### src/rtl/bmdma_pkg.sv
package bmdma_pkg;
  localparam int IDX_W = 3;

  localparam logic [IDX_W-1:0] IX_CMD   = 3'd0;
  localparam logic [IDX_W-1:0] IX_SCNT  = 3'd1;
  localparam logic [IDX_W-1:0] IX_SADR  = 3'd2;
  localparam logic [IDX_W-1:0] IX_WCNT  = 3'd3;
  localparam logic [IDX_W-1:0] IX_WADR  = 3'd4;
  localparam logic [IDX_W-1:0] IX_STAT  = 3'd5;
  localparam logic [IDX_W-1:0] IX_SDESC = 3'd6;
  localparam logic [IDX_W-1:0] IX_WDESC = 3'd7;

  typedef enum logic [1:0] {
    OP_IDLE  = 2'd0,
    OP_BLAST = 2'd1,
    OP_ABORT = 2'd2,
    OP_START = 2'd3
  } dma_op_e;

  localparam int STAT_W  = 6;
  localparam int SB_PWDN = 0;
  localparam int SB_ERR  = 1;
  localparam int SB_ABT  = 2;
  localparam int SB_DONE = 3;
  localparam int SB_IRQ  = 4;
  localparam int SB_BCZ  = 5;
  localparam int CMD_DIR_BIT = 7;
endpackage

### src/rtl/bmdma_cmd_ctrl.sv
module bmdma_cmd_ctrl
  import bmdma_pkg::*;
#(
  parameter int DATA_W = 32
) (
  input  logic              clk,
  input  logic              rst,
  input  logic              wr_cmd,
  input  logic [DATA_W-1:0] wdata,
  output logic [DATA_W-1:0] cmd_q,
  output logic              dma_en,
  output logic              start_now,
  output logic              abort_now,
  output logic              abort_q
);
  dma_op_e op;
  assign op        = dma_op_e'(wdata[1:0]);
  assign start_now = wr_cmd && (op == OP_START);
  assign abort_now = wr_cmd && (op == OP_ABORT);

  always_ff @(posedge clk) begin
    if (rst) begin
      cmd_q   <= '0;
      dma_en  <= 1'b0;
      abort_q <= 1'b0;
    end else begin
      abort_q <= abort_now;
      if (wr_cmd) begin
        cmd_q <= wdata;
        case (op)
          OP_IDLE:  dma_en <= 1'b0;
          OP_START: dma_en <= 1'b1;
          default:  dma_en <= dma_en;
        endcase
      end
    end
  end
endmodule

### src/rtl/bmdma_xfer.sv
module bmdma_xfer #(
  parameter int DATA_W = 32,
  parameter int LEN_W  = 16
) (
  input  logic              clk,
  input  logic              rst,
  input  logic              start,
  input  logic [DATA_W-1:0] scnt,
  input  logic [DATA_W-1:0] sadr,
  input  logic [DATA_W-1:0] sdesc,
  input  logic              done_in,
  input  logic              en,
  input  logic              cmd_dir,
  input  logic              req,
  input  logic              req_dir,
  input  logic [LEN_W-1:0]  req_len,
  output logic [DATA_W-1:0] wcnt_q,
  output logic [DATA_W-1:0] wadr_q,
  output logic [DATA_W-1:0] wdesc_q,
  output logic              ack_q,
  output logic              rej_q,
  output logic [LEN_W-1:0]  gnt_len_q,
  output logic [DATA_W-1:0] gnt_adr_q,
  output logic              dir_err,
  output logic              hit_zero
);
  localparam logic [DATA_W-1:0] WADR_RST  = '1;
  localparam logic [DATA_W-1:0] WDESC_RST = {{(DATA_W-2){1'b1}}, 2'b01};

  logic              accept;
  logic [DATA_W-1:0] len_ext;
  logic [DATA_W-1:0] mv;

  assign accept   = req && en && (req_dir == cmd_dir);
  assign dir_err  = req && en && (req_dir != cmd_dir);
  assign len_ext  = {{(DATA_W-LEN_W){1'b0}}, req_len};
  assign mv       = (len_ext < wcnt_q) ? len_ext : wcnt_q;
  assign hit_zero = accept && (mv == wcnt_q);

  always_ff @(posedge clk) begin
    if (rst) begin
      wcnt_q    <= '0;
      wadr_q    <= WADR_RST;
      wdesc_q   <= WDESC_RST;
      ack_q     <= 1'b0;
      rej_q     <= 1'b0;
      gnt_len_q <= '0;
      gnt_adr_q <= '0;
    end else begin
      ack_q <= accept;
      rej_q <= req && !accept;
      if (accept) begin
        gnt_len_q <= mv[LEN_W-1:0];
        gnt_adr_q <= wadr_q;
      end
      if (start) begin
        wcnt_q  <= scnt;
        wadr_q  <= sadr;
        wdesc_q <= sdesc;
      end else if (done_in) begin
        wcnt_q <= '0;
      end else if (accept) begin
        wcnt_q <= wcnt_q - mv;
        wadr_q <= wadr_q + mv;
      end
    end
  end
endmodule

### src/rtl/bmdma_status.sv
module bmdma_status
  import bmdma_pkg::*;
(
  input  logic              clk,
  input  logic              rst,
  input  logic              start,
  input  logic              set_err,
  input  logic              set_abt,
  input  logic              set_done,
  input  logic              set_bcz,
  input  logic              wr_stat,
  input  logic [STAT_W-1:0] wbits,
  input  logic              rd_stat,
  input  logic              clr_on_rd,
  input  logic              core_irq,
  output logic [STAT_W-1:0] stat_q,
  output logic [STAT_W-1:0] stat_view
);
  localparam logic [STAT_W-1:0] STICKY =
    STAT_W'((1 << SB_ERR) | (1 << SB_ABT) | (1 << SB_DONE));

  logic [STAT_W-1:0] nxt;

  always_comb begin
    nxt = stat_q;
    if (start) begin
      nxt = '0;
    end else begin
      if (wr_stat && !clr_on_rd) nxt = nxt & ~(wbits & STICKY);
      if (rd_stat && clr_on_rd)  nxt = nxt & ~STICKY;
    end
    if (set_err)  nxt[SB_ERR]  = 1'b1;
    if (set_abt)  nxt[SB_ABT]  = 1'b1;
    if (set_done) nxt[SB_DONE] = 1'b1;
    if (set_bcz)  nxt[SB_BCZ]  = 1'b1;
  end

  always_ff @(posedge clk) begin
    if (rst) stat_q <= '0;
    else     stat_q <= nxt;
  end

  always_comb begin
    stat_view = stat_q;
    stat_view[SB_IRQ] = stat_q[SB_IRQ] | core_irq;
  end
endmodule

### src/rtl/bmdma_channel.sv
module bmdma_channel
  import bmdma_pkg::*;
#(
  parameter int DATA_W = 32,
  parameter int LEN_W  = 16
) (
  input  logic              clk,
  input  logic              rst,
  input  logic              reg_wr,
  input  logic              reg_rd,
  input  logic [2:0]        reg_idx,
  input  logic [DATA_W-1:0] reg_wdata,
  output logic [DATA_W-1:0] reg_rdata,
  input  logic              stat_clr_on_rd,
  input  logic              core_irq,
  input  logic              cmd_done,
  input  logic              xfer_req,
  input  logic              xfer_dir,
  input  logic [LEN_W-1:0]  xfer_len,
  output logic              xfer_ack,
  output logic              xfer_reject,
  output logic [LEN_W-1:0]  xfer_gnt_len,
  output logic [DATA_W-1:0] xfer_addr,
  output logic              dma_en,
  output logic              abort_pulse
);
  logic [DATA_W-1:0] cmd_q, scnt_q, sadr_q, sdesc_q;
  logic [DATA_W-1:0] wcnt_q, wadr_q, wdesc_q;
  logic [STAT_W-1:0] stat_q, stat_view;
  logic start_now, abort_now, dir_err, hit_zero;
  logic wr_cmd, wr_stat, rd_stat;

  assign wr_cmd  = reg_wr && (reg_idx == IX_CMD);
  assign wr_stat = reg_wr && (reg_idx == IX_STAT);
  assign rd_stat = reg_rd && (reg_idx == IX_STAT);

  bmdma_cmd_ctrl #(.DATA_W(DATA_W)) u_cmd (
    .clk(clk), .rst(rst), .wr_cmd(wr_cmd), .wdata(reg_wdata),
    .cmd_q(cmd_q), .dma_en(dma_en), .start_now(start_now),
    .abort_now(abort_now), .abort_q(abort_pulse)
  );

  bmdma_xfer #(.DATA_W(DATA_W), .LEN_W(LEN_W)) u_xfer (
    .clk(clk), .rst(rst), .start(start_now),
    .scnt(scnt_q), .sadr(sadr_q), .sdesc(sdesc_q),
    .done_in(cmd_done), .en(dma_en), .cmd_dir(cmd_q[CMD_DIR_BIT]),
    .req(xfer_req), .req_dir(xfer_dir), .req_len(xfer_len),
    .wcnt_q(wcnt_q), .wadr_q(wadr_q), .wdesc_q(wdesc_q),
    .ack_q(xfer_ack), .rej_q(xfer_reject), .gnt_len_q(xfer_gnt_len),
    .gnt_adr_q(xfer_addr), .dir_err(dir_err), .hit_zero(hit_zero)
  );

  bmdma_status u_stat (
    .clk(clk), .rst(rst), .start(start_now),
    .set_err(dir_err), .set_abt(abort_now), .set_done(cmd_done),
    .set_bcz(hit_zero), .wr_stat(wr_stat), .wbits(reg_wdata[STAT_W-1:0]),
    .rd_stat(rd_stat), .clr_on_rd(stat_clr_on_rd), .core_irq(core_irq),
    .stat_q(stat_q), .stat_view(stat_view)
  );

  always_ff @(posedge clk) begin
    if (rst) begin
      scnt_q  <= '0;
      sadr_q  <= '0;
      sdesc_q <= '0;
    end else if (reg_wr) begin
      case (reg_idx)
        IX_SCNT:  scnt_q  <= reg_wdata;
        IX_SADR:  sadr_q  <= reg_wdata;
        IX_SDESC: sdesc_q <= reg_wdata;
        default:  ;
      endcase
    end
  end

  always_ff @(posedge clk) begin
    if (rst) begin
      reg_rdata <= '0;
    end else if (reg_rd) begin
      case (reg_idx)
        IX_CMD:   reg_rdata <= cmd_q;
        IX_SCNT:  reg_rdata <= scnt_q;
        IX_SADR:  reg_rdata <= sadr_q;
        IX_WCNT:  reg_rdata <= wcnt_q;
        IX_WADR:  reg_rdata <= wadr_q;
        IX_STAT:  reg_rdata <= {{(DATA_W-STAT_W){1'b0}}, stat_view};
        IX_SDESC: reg_rdata <= sdesc_q;
        default:  reg_rdata <= wdesc_q;
      endcase
    end
  end
endmodule

### config.mk
export PLATFORM = sky130hd
export DESIGN_NAME = bmdma_channel
export DESIGN_NICKNAME = d
export VERILOG_FILES = /design/src/rtl/bmdma_pkg.sv /design/src/rtl/bmdma_cmd_ctrl.sv /design/src/rtl/bmdma_xfer.sv /design/src/rtl/bmdma_status.sv /design/src/rtl/bmdma_channel.sv
export SDC_FILE = /design/constraint.sdc
export NUM_CORES = 1
export LEC_CHECK = 0
export ABC_AREA = 1
export BUFFER_PORTS_ARGS = -buffer_cell sky130_fd_sc_hd__buf_2
export CORE_MARGIN = 1.5
export CORE_UTILIZATION = 54
export CTS_CLUSTER_SIZE = 10
export DETAILED_ROUTE_END_ITERATION = 16
export HOLD_SLACK_MARGIN = 0.08
export PLACE_DENSITY = 0.77
export SETUP_SLACK_MARGIN = 0.5
export SLEW_MARGIN = 5
export SYNTH_ARGS = -nofsm -noshare
export SYNTH_HDL_FRONTEND = slang
export SYNTH_SLANG_ARGS = --single-unit
### constraint.sdc
create_clock -name clk -period 3.9 [get_ports clk]
set_input_delay 0.39 -clock clk [delete_from_list [all_inputs] [get_ports clk]]
set_output_delay 0.39 -clock clk [all_outputs]
set_load 0.005 [all_outputs]
# ---- Word level (Yosys, flattened, before mapping)
# Index checks and enable logic that the tools add are counted.
dict set report totals {
  regBits 314
  in_bits 60
  output_inout_bits 84
  wordCells 81
}
dict set report classes {
  add_sub_neg 2
  magnitude_cmp 1
  eq_ne 12
  muxes 16
  n_bitwise 3
  n_reduce_logical 28
}
# op n
set ops {}
lappend ops {{2-to-1 mux 32 bit} 7}
lappend ops {{case mux 32 bit (7 select lines)} 1}
lappend ops {{adder 32 bit} 1}
lappend ops {{== test 32 bit} 1}
lappend ops {{< comparator 16 x 32 -> 1 bit} 1}
lappend ops {{subtractor 32 bit} 1}
lappend ops {{logical AND 1 bit} 12}
lappend ops {{2-to-1 mux 6 bit} 2}
lappend ops {{nonzero test 4 bit} 3}
lappend ops {{AND reduction 2 bit} 5}
lappend ops {{== test 3 bit, second input constant} 3}
lappend ops {{AND 6 bit} 1}
lappend ops {{== test 3 x 2 -> 1 bit, second input constant} 2}
lappend ops {{inverter 4 -> 6 bit} 1}
lappend ops {{== test 2 bit, second input constant} 2}
lappend ops {{2-to-1 mux 1 bit} 4}
lappend ops {{2-to-1 mux 4 bit} 1}
lappend ops {{nonzero test 2 bit} 2}
lappend ops {{== test 3 x 1 -> 1 bit, second input constant} 1}
lappend ops {{zero test 3 bit} 1}
lappend ops {{nonzero test 3 bit} 1}
lappend ops {{zero test 1 bit} 2}
lappend ops {{zero test 2 bit} 1}
lappend ops {{!= test 2 x 1 -> 1 bit, second input constant} 1}
lappend ops {{5 further kinds} 5}

# ---- Depth between registers and ports, before layout
# Gate-level depths: netlist (run 1).
dict set report depth {
  ltp_word 7
  ltp_mapped 29
  mapped_depth_nobuf 28
}

# ---- Modules after synthesis
# Synthesis (run 1) repeated with hierarchy kept, for this count alone.
dict set report hier_totals {
  hier_cells 2931
  area_unflattened_um2 18461.5
}
# mod n_inst cells_each area_each_um2 seq_area_each_um2
set by_module_without_submodules {}
lappend by_module_without_submodules {bmdma_xfer 1 1666 10146.0 2922.8}
lappend by_module_without_submodules {bmdma_channel 1 1074 6780.3 2562.5}
lappend by_module_without_submodules {bmdma_cmd_ctrl 1 155 1292.5 680.7}
lappend by_module_without_submodules {bmdma_status 1 36 242.7 80.1}

# ---- Least setup slack after synthesis (run 1)
# Ideal clock, no wire load.
dict set report synth_path {
  path_kind {reg2reg}
  from {register u_xfer.wcnt_q[15]}
  to {register u_xfer.wadr_q[28]}
  setup_ns 0.115
  arrival_time_ns 3.128
  required_ns 3.785
  path_slack_ns 0.657
  path_stages_with_launch 27
  n_path_buf 1
  period_less_slack_ns 3.243
  path_cell_list {dfxtp_1 inv_1 ha_1 nand2_1 inv_1 nand3_1 nor3_1 nand2_1 nand2_1 buf_2 nand3_1 nand2_1 ha_1 inv_1 fa_1 inv_1 nand3_1 nand2_1 nand2_1 nand2_1 nand2_1 nand2_1 nand3_1 nand2_1 nand2_1 nand3_1 nand2_1}
}
dict set report synth_between {
  elab_chain_cells 6
}
# element line_no
set synth_lines {}
lappend synth_lines {{from (decl)} bmdma_xfer.sv:17} ;# output logic [DATA_W-1:0] wcnt_q,
lappend synth_lines {{from (signal assigned)} bmdma_xfer.sv:57} ;# wcnt_q <= scnt;
lappend synth_lines {{from (signal assigned)} bmdma_xfer.sv:63} ;# wcnt_q <= wcnt_q - mv;
lappend synth_lines {{< comparator 16 x 32 -> 1 bit} bmdma_xfer.sv:37} ;# assign mv = (len_ext < wcnt_q) ? len_ext : wcnt_q;
lappend synth_lines {{2-to-1 mux 32 bit} bmdma_xfer.sv:37}
lappend synth_lines {{named net u_xfer.mv[0]} bmdma_xfer.sv:32} ;# logic [DATA_W-1:0] mv;
lappend synth_lines {{adder 32 bit} bmdma_xfer.sv:64} ;# wadr_q <= wadr_q + mv;
lappend synth_lines {{2-to-1 mux 32 bit} bmdma_xfer.sv:62} ;# end else if (accept) begin
lappend synth_lines {{2-to-1 mux 32 bit} bmdma_xfer.sv:60} ;# end else if (done_in) begin
lappend synth_lines {{2-to-1 mux 32 bit} bmdma_xfer.sv:56} ;# if (start) begin
lappend synth_lines {{to (signal assigned)} bmdma_xfer.sv:58} ;# wadr_q <= sadr;
lappend synth_lines {{to (signal assigned)} bmdma_xfer.sv:64}
lappend synth_lines {{to (decl)} bmdma_xfer.sv:18} ;# output logic [DATA_W-1:0] wadr_q,
# The timed path passes the listed nets, and every way through them passes these cells. The select of a mux whose other input is x is not followed.
# A chain may end at the register's enable or synchronous reset.

# ---- Worst setup path in the final report (run 1)
dict set report layout_path {
  from {register u_xfer.wcnt_q[10]}
  to {register u_xfer.wcnt_q[9]}
}
dict set report layout_between {
  elab_chain_cells 6
}
# element line_no
set layout_lines {}
lappend layout_lines {{< comparator 16 x 32 -> 1 bit} bmdma_xfer.sv:37}
lappend layout_lines {{2-to-1 mux 32 bit} bmdma_xfer.sv:37}
lappend layout_lines {{named net u_xfer.mv[8]} bmdma_xfer.sv:32}
lappend layout_lines {{subtractor 32 bit} bmdma_xfer.sv:63}
lappend layout_lines {{2-to-1 mux 32 bit} bmdma_xfer.sv:62}
lappend layout_lines {{2-to-1 mux 32 bit} bmdma_xfer.sv:60}
lappend layout_lines {{2-to-1 mux 32 bit} bmdma_xfer.sv:56}
# The timed path passes the listed nets, and every way through them passes these cells. The select of a mux whose other input is x is not followed.

==> results.cfg, run 1 <==
[run_status]
status = completed

[global_route]
grt_use_total = 0.3919
grt_pass1_vias = 17300
grt_pass1_wl_mm = 100.0
antenna_found_initial = 0
gr-total-overflow = 0
grt_max_degree = 84

[clock_network]
insertion_delay_ns = 0.54
cts_tree = done
clk_path_buf_depth = 3
path_clk_slew_ns = 0.06
postCtsHoldBufs = 0
clock_tree.root_cell = clkbuf_16
cts_num_sinks = 312
numCtsBuffers = 38
htree_levels = 2

[logic_synthesis]
ys_seq_elements = 312
synthFlopType = dfxtp_1
yosysWarnings = 0
async_reset_ff_frac = 0
synth-edff-count = 0
yosysUniqueCellTypes = 52
syn_inst = 2617
synthTopCellsByCount = nand2_1 (550), inv_1 (324), dfxtp_1 (312)
syn_avg_cell_area_um2 = 6.617
yosysMostFrequentCell = nand2_1
ys_top_cells_by_area = dfxtp_1 (36%), nand2_1 (12%), a21oi_1 (8.9%)
ys_seq_area_frac = 0.3607
netlist.area_leader.share = 0.3607
yosysTopAreaCell = dfxtp_1
syn_area_um2 = 17320

[floorplan]
core_area_um2 = 31560
die_y_um = 182.1
dieArea_um2 = 33150
die_width_um = 182.1
initial_core_util = 0.5488
num_io_pins = 144
num_rows = 65

[timing]
period_share = 0.8546
fmax_ghz = 0.3000
tns_ns = 0
relSlewSlack = 0.2173
tightest_slew_ns = 1.173
skew_ns = 0.01971
finalHoldViolCount = 0
slew_viol_final = 0
finalSetupViolCount = 0
fin_crit_ns = 3.333
rsz0062_at_grt = true

[drt]
routed_wl_mm = 67.53
num_vias = 19090
vias_per_cell = 6.015
drt_iter0_markers = 2149
ant_nets = 0
drtPass1Iterations = 8
drc = 0
wl_per_cell_um = 21.28

[hold_path]
min_from = reg_wdata[29]
hp-class = input port to flop

[job]
cap_violations = 0

[setup_path]
r2r-start = u_xfer.wcnt_q[10]$_SDFFE_PP0P_
r2r_setup_slack_ns = 0.57
cp_max_fo = 12
crit_start = u_xfer.wcnt_q[10]$_SDFFE_PP0P_
worstPathArrival_ns = 3.78
critPathCaptureType = flop
required_ns = 4.35
critPathLaunchType = flop
path_class = flop to flop

[layout]
nNetsFinal = 2887
areaGrowthSynthToFinish_pct = 18.58
layout-drive-gt1-share = 0.1696
stdcell_area_um2 = 20530

[placement]
placed_area_um2 = 18420
gp_congestion = 1.011
hpwl_mm = 49.33
numPortBuffers = 143

[pwr]
powerDensity_nw_per_um2 = 399.3
power.leakage_nw = 9.376
vdd_drop_max_mv = 0.3500
worst paths after layout:
path,endpoint,cells past startpoint
max,u_xfer.wcnt_q[9]$_SDFFE_PP0P_,21
min,u_cmd.cmd_q[29]$_SDFFE_PP0P_,3
max reg2reg,u_xfer.wcnt_q[9]$_SDFFE_PP0P_,21
min reg2reg,u_cmd.cmd_q[28]$_SDFFE_PP0P_,2
report_power, final:
| group | internal [mW] | leakage (nW) | switching (mW) |
|---|---|---|---|
| clock | 1.80 | 0.517 | 1.38 |
| combinational | 0.573 | 6.32 | 1.08 |
| sequential | 3.29 | 2.54 | 0.0753 |
| total | 5.66 | 9.38 | 2.54 |
critical path, stage by stage, from the launching register on:
cell     delay (ns)
dfxtp_2        0.39
inv_1          0.07
ha_1           0.27
nand2_1        0.10
o21ai_0        0.12
a21oi_2        0.16
nand2_2        0.12
nand2_4        0.11
buf_8          0.15
nand2_1        0.09
nand2_2        0.14
inv_1          0.09
ha_4           0.30
nand2_2        0.10
nor2_4         0.15
inv_1          0.09
nor2_2         0.16
nand2_1        0.08
nand3_2        0.11
xor2_1         0.16
nand2_1        0.08
a31oi_2        0.18
sequential cells by signal, indices dropped and copies added, names as in the netlist:
signal,cells
reg_rdata,32
sadr_q,32
scnt_q,32
sdesc_q,32
u_cmd.abort_q,1
u_cmd.cmd_q,32
u_cmd.dma_en,1
u_stat.stat_q,4
u_xfer.ack_q,1
u_xfer.gnt_adr_q,32
u_xfer.gnt_len_q,16
u_xfer.rej_q,1
u_xfer.wadr_q,32
u_xfer.wcnt_q,32
u_xfer.wdesc_q,32
stage by stage:
step | instances | setup WS [ns] | power [mW] | hold WS (ns) | util
global placement | 3103 | 0.06598 | 4.777 | 0.4317 | 0.5837
finish | 3174 | 0.5669 | 8.199 | 0.1380 | 0.6508
floorplan | 2631 | 0.6570 | 4.313 | 0.4240 | -
detailed placement | 3103 | 0.08638 | 4.789 | 0.4366 | 0.5837
global route | 3173 | 0.3864 | 8.470 | 0.1461 | 0.6507
CTS | 3155 | 0.4884 | 7.958 | 0.1391 | 0.6259
cells in the final DEF (no fill, tap or decap), types with 9 or more instances in the layout:
| cell type | instances |
|---|---|
| ha_1 | 34 |
| o22ai_1 | 24 |
| o21ai_0 | 271 |
| buf_4 | 66 |
| a21oi_1 | 289 |
| nand3_2 | 12 |
| nor3_1 | 11 |
| nor2_1 | 245 |
| xnor2_1 | 12 |
| inv_1 | 315 |
| nand4_1 | 25 |
| nand3_1 | 146 |
| inv_2 | 22 |
| o221ai_1 | 16 |
| ha_4 | 30 |
| a21oi_2 | 14 |
| conb_1 | 15 |
| nand2_2 | 58 |
| clkbuf_16 | 39 |
| nand2_1 | 488 |
| nor2_2 | 21 |
| buf_2 | 142 |
| o21ai_1 | 24 |
| o211ai_1 | 23 |
| nand2_4 | 9 |
| nor2_4 | 10 |
| dfxtp_1 | 304 |
routing by layer:
| metal | up-vias | share of wire | global-route usage | routed length, um |
|---|---|---|---|---|
| li1 | 8878 | - | - | - |
| met5 | - | 0 | 0 | 0 |
| met2 | 1037 | 0.45 | 0.6231 | 30430 |
| met3 | 219 | 0.080 | 0.04530 | 5391 |
| met4 | 0 | 0.062 | 0.2255 | 4211 |
| met1 | 8957 | 0.41 | 0.5171 | 27500 |
what timing repair did:
action                                  CTS  global route
gates resized for setup                  61           166
endpoints found under the setup margin   43            56
pin swaps                                 2            26
buffers inserted                          1            18
cell type report:
class / count / area (um2)
antenna: 1 / 2.502
clock buffer: 45 / 998.5
multi-input combinational: 1855 / 10130
inverter: 340 / 1281
timing repair buffer: 213 / 1292
clock inverter: 6 / 52.55
tap: 402 / 503.0
fill: 2912 / 11020
sequential: 312 / 6271
cell families after synthesis:
group | after synthesis | share of synthesized area
xor gates and xnor gates | 19 | 0.01004
DFF | 312 | 0.3607
buffers and inverters | 464 | 0.1081
AOI/OAI and AO/OA | 706 | 0.2186
other | 1 | 0.0002165
adders and majority gates | 67 | 0.04927
and+or+nand+nor | 1048 | 0.2532
(Power assumes the default switching activity.)
==> inputs of run 2 (changes only) <==
clock period = 3.81 ns   (was 3.9 ns; I/O delays follow)
==> run 2 against run 1 <==
Sequential power grew 2%. Die area unchanged. Sequential share of layout area down 0.84 points. Largest cell class unchanged. Highest routed layer unchanged.
==> results.cfg, run 2 (synthesized netlist as in run 1, its figures left out) <==
[run_status]
status = completed

[setup_path]
path_class = flop to flop
critPathCaptureType = flop
worstPathArrival_ns = 3.78
r2r_cells = 24
timing.rr.end = u_xfer.wcnt_q[14]$_SDFFE_PP0P_
required_ns = 4.30
r2r_setup_slack_ns = 0.51
crit_start = u_xfer.wcnt_q[15]$_SDFFE_PP0P_
r2r-start = u_xfer.wcnt_q[15]$_SDFFE_PP0P_
critPathLaunchType = flop
cp_max_fo = 6

[pwr]
powerDensity_nw_per_um2 = 410.6
power.leakage_nw = 9.562
vdd_drop_max_mv = 0.3435

[hold_path]
hold_depth = 3
hold_end = u_cmd.cmd_q[10]$_SDFFE_PP0P_
hp-class = input port to flop
min_from = reg_wdata[10]

[clock_network]
clk_path_buf_depth = 3
cts_num_sinks = 312
htree_levels = 2
path_clk_slew_ns = 0.06
cts_tree = done
postCtsHoldBufs = 0
insertion_delay_ns = 0.55
clock_tree.root_cell = clkbuf_16
numCtsBuffers = 39

[global_route]
gr-total-overflow = 0
grt_pass1_wl_mm = 101.6
grt_pass1_vias = 17720
grt.met1_usage = 0.5241
grt_use_total = 0.3970
use_met2 = 0.6270
antenna_found_initial = 1
busiest_layer = met2
grt_max_degree = 89
use_met3 = 0.05029

[layout]
final_common_cell = nand2_1
most-common-layout-cells = nand2_1 (465), inv_1 (304), dfxtp_1 (304)
areaGrowthSynthToFinish_pct = 21.94
layout.cells.non_filler = 3198
diodes = 0
nNetsFinal = 2909
layout-drive-gt1-share = 0.2031

[timing]
skew_ns = 0.02578
finalSetupViolCount = 0
period_share = 0.8657
relSlewSlack = 0.3216
tightest_slew_ns = 1.016
fmax_ghz = 0.3032
fin_ws_ns = 0.5118
tns_ns = 0
rsz0062_at_grt = true
fin_crit_ns = 3.298
finalHoldViolCount = 0
slew_viol_final = 0

[floorplan]
die_width_um = 182.1
num_rows = 65
core_area_um2 = 31560
num_io_pins = 144
initial_core_util = 0.5488
die_y_um = 182.1
dieArea_um2 = 33150

[drt]
vias_per_cell = 6.009
drc = 0
drtPass1Iterations = 6
ant_nets = 0
routed_wl_mm = 68.08
drt_iter0_markers = 1981
num_vias = 19220
wl_per_cell_um = 21.29

[job]
cap_violations = 0

[placement]
gp_congestion = 1.027
numPortBuffers = 143
dp_cells = 3109
hpwl_mm = 49.47
place_ws_ns = 0.07086
==> run 2: area by class of cell <==
cell class / instances / area, um2
inverters: 340 / 1281
well taps: 402 / 503.0
repair buffers: 234 / 1453
clock buffers: 49 / 1045
flip-flops and latches: 312 / 6271
fillers: 2831 / 10440
multi-input cells: 1855 / 10490
clock inverters: 6 / 73.82
==> run 2: how the worst max path moves through the flow <==
| stage | depth (start not counted) | end |
|---|---|---|
| floorplan | 26 | u_xfer.wadr_q[28]$_SDFFE_PP1P_ |
| global placement | 21 | u_xfer.wcnt_q[24]$_SDFFE_PP0P_ |
| detailed placement | 20 | u_xfer.wcnt_q[24]$_SDFFE_PP0P_ |
| CTS | 22 | u_xfer.wcnt_q[16]$_SDFFE_PP0P_ |
| global route | 24 | u_xfer.wadr_q[18]$_SDFFE_PP1P_ |
| finish | 24 | u_xfer.wcnt_q[14]$_SDFFE_PP0P_ |
==> run 2: where the power goes <==
part,internal (mW),total [mW],switching [mW]
Combinational,0.643,1.81,1.16
Sequential,3.37,3.44,0.0736
Clock,1.98,3.42,1.44
==> run 2: per-layer routing <==
metal  routed length, um  part of all wire
met5                   0                 0
met3                5415             0.080
met1               28080              0.41
met4                4213             0.062
met2               30370              0.45
==> run 2: timing repair <==
item                                    in CTS  in global routing
buffers inserted                             9                 24
endpoints found under the setup margin      50                 53
cloned                                       0                  1
pin swaps                                    7                 53
resized for setup                           81                242
==> run 2: through the flow <==
step,util,hold slack (ns),power (mW),area (um2)
6_report,0.6692,0.1188,8.671,21120
5_1_grt,0.6692,0.1254,8.948,21120
4_1_cts,0.6341,0.1149,8.358,20010
3_5_place_dp,0.5848,0.4342,4.906,18450
3_3_place_gp,0.5848,0.4301,4.892,18450
2_1_floorplan,-,0.4240,4.415,17370
==> run 2: worst max-delay path: stages (launching register included) <==
cell	delay, ns
dfxtp_4	0.35
inv_2	0.06
ha_4	0.27
nand2_1	0.06
inv_1	0.07
nand3_2	0.08
nor3_2	0.22
nand2_2	0.10
nand2_4	0.12
nand2_4	0.08
buf_6	0.14
nand2_1	0.10
nand2_2	0.10
inv_2	0.10
ha_4	0.22
nand2_2	0.12
inv_2	0.07
a21oi_2	0.18
nand2_2	0.11
nand2_1	0.09
nand2_2	0.10
a21oi_1	0.13
o21ai_0	0.10
buf_4	0.15
a21oi_2	0.11
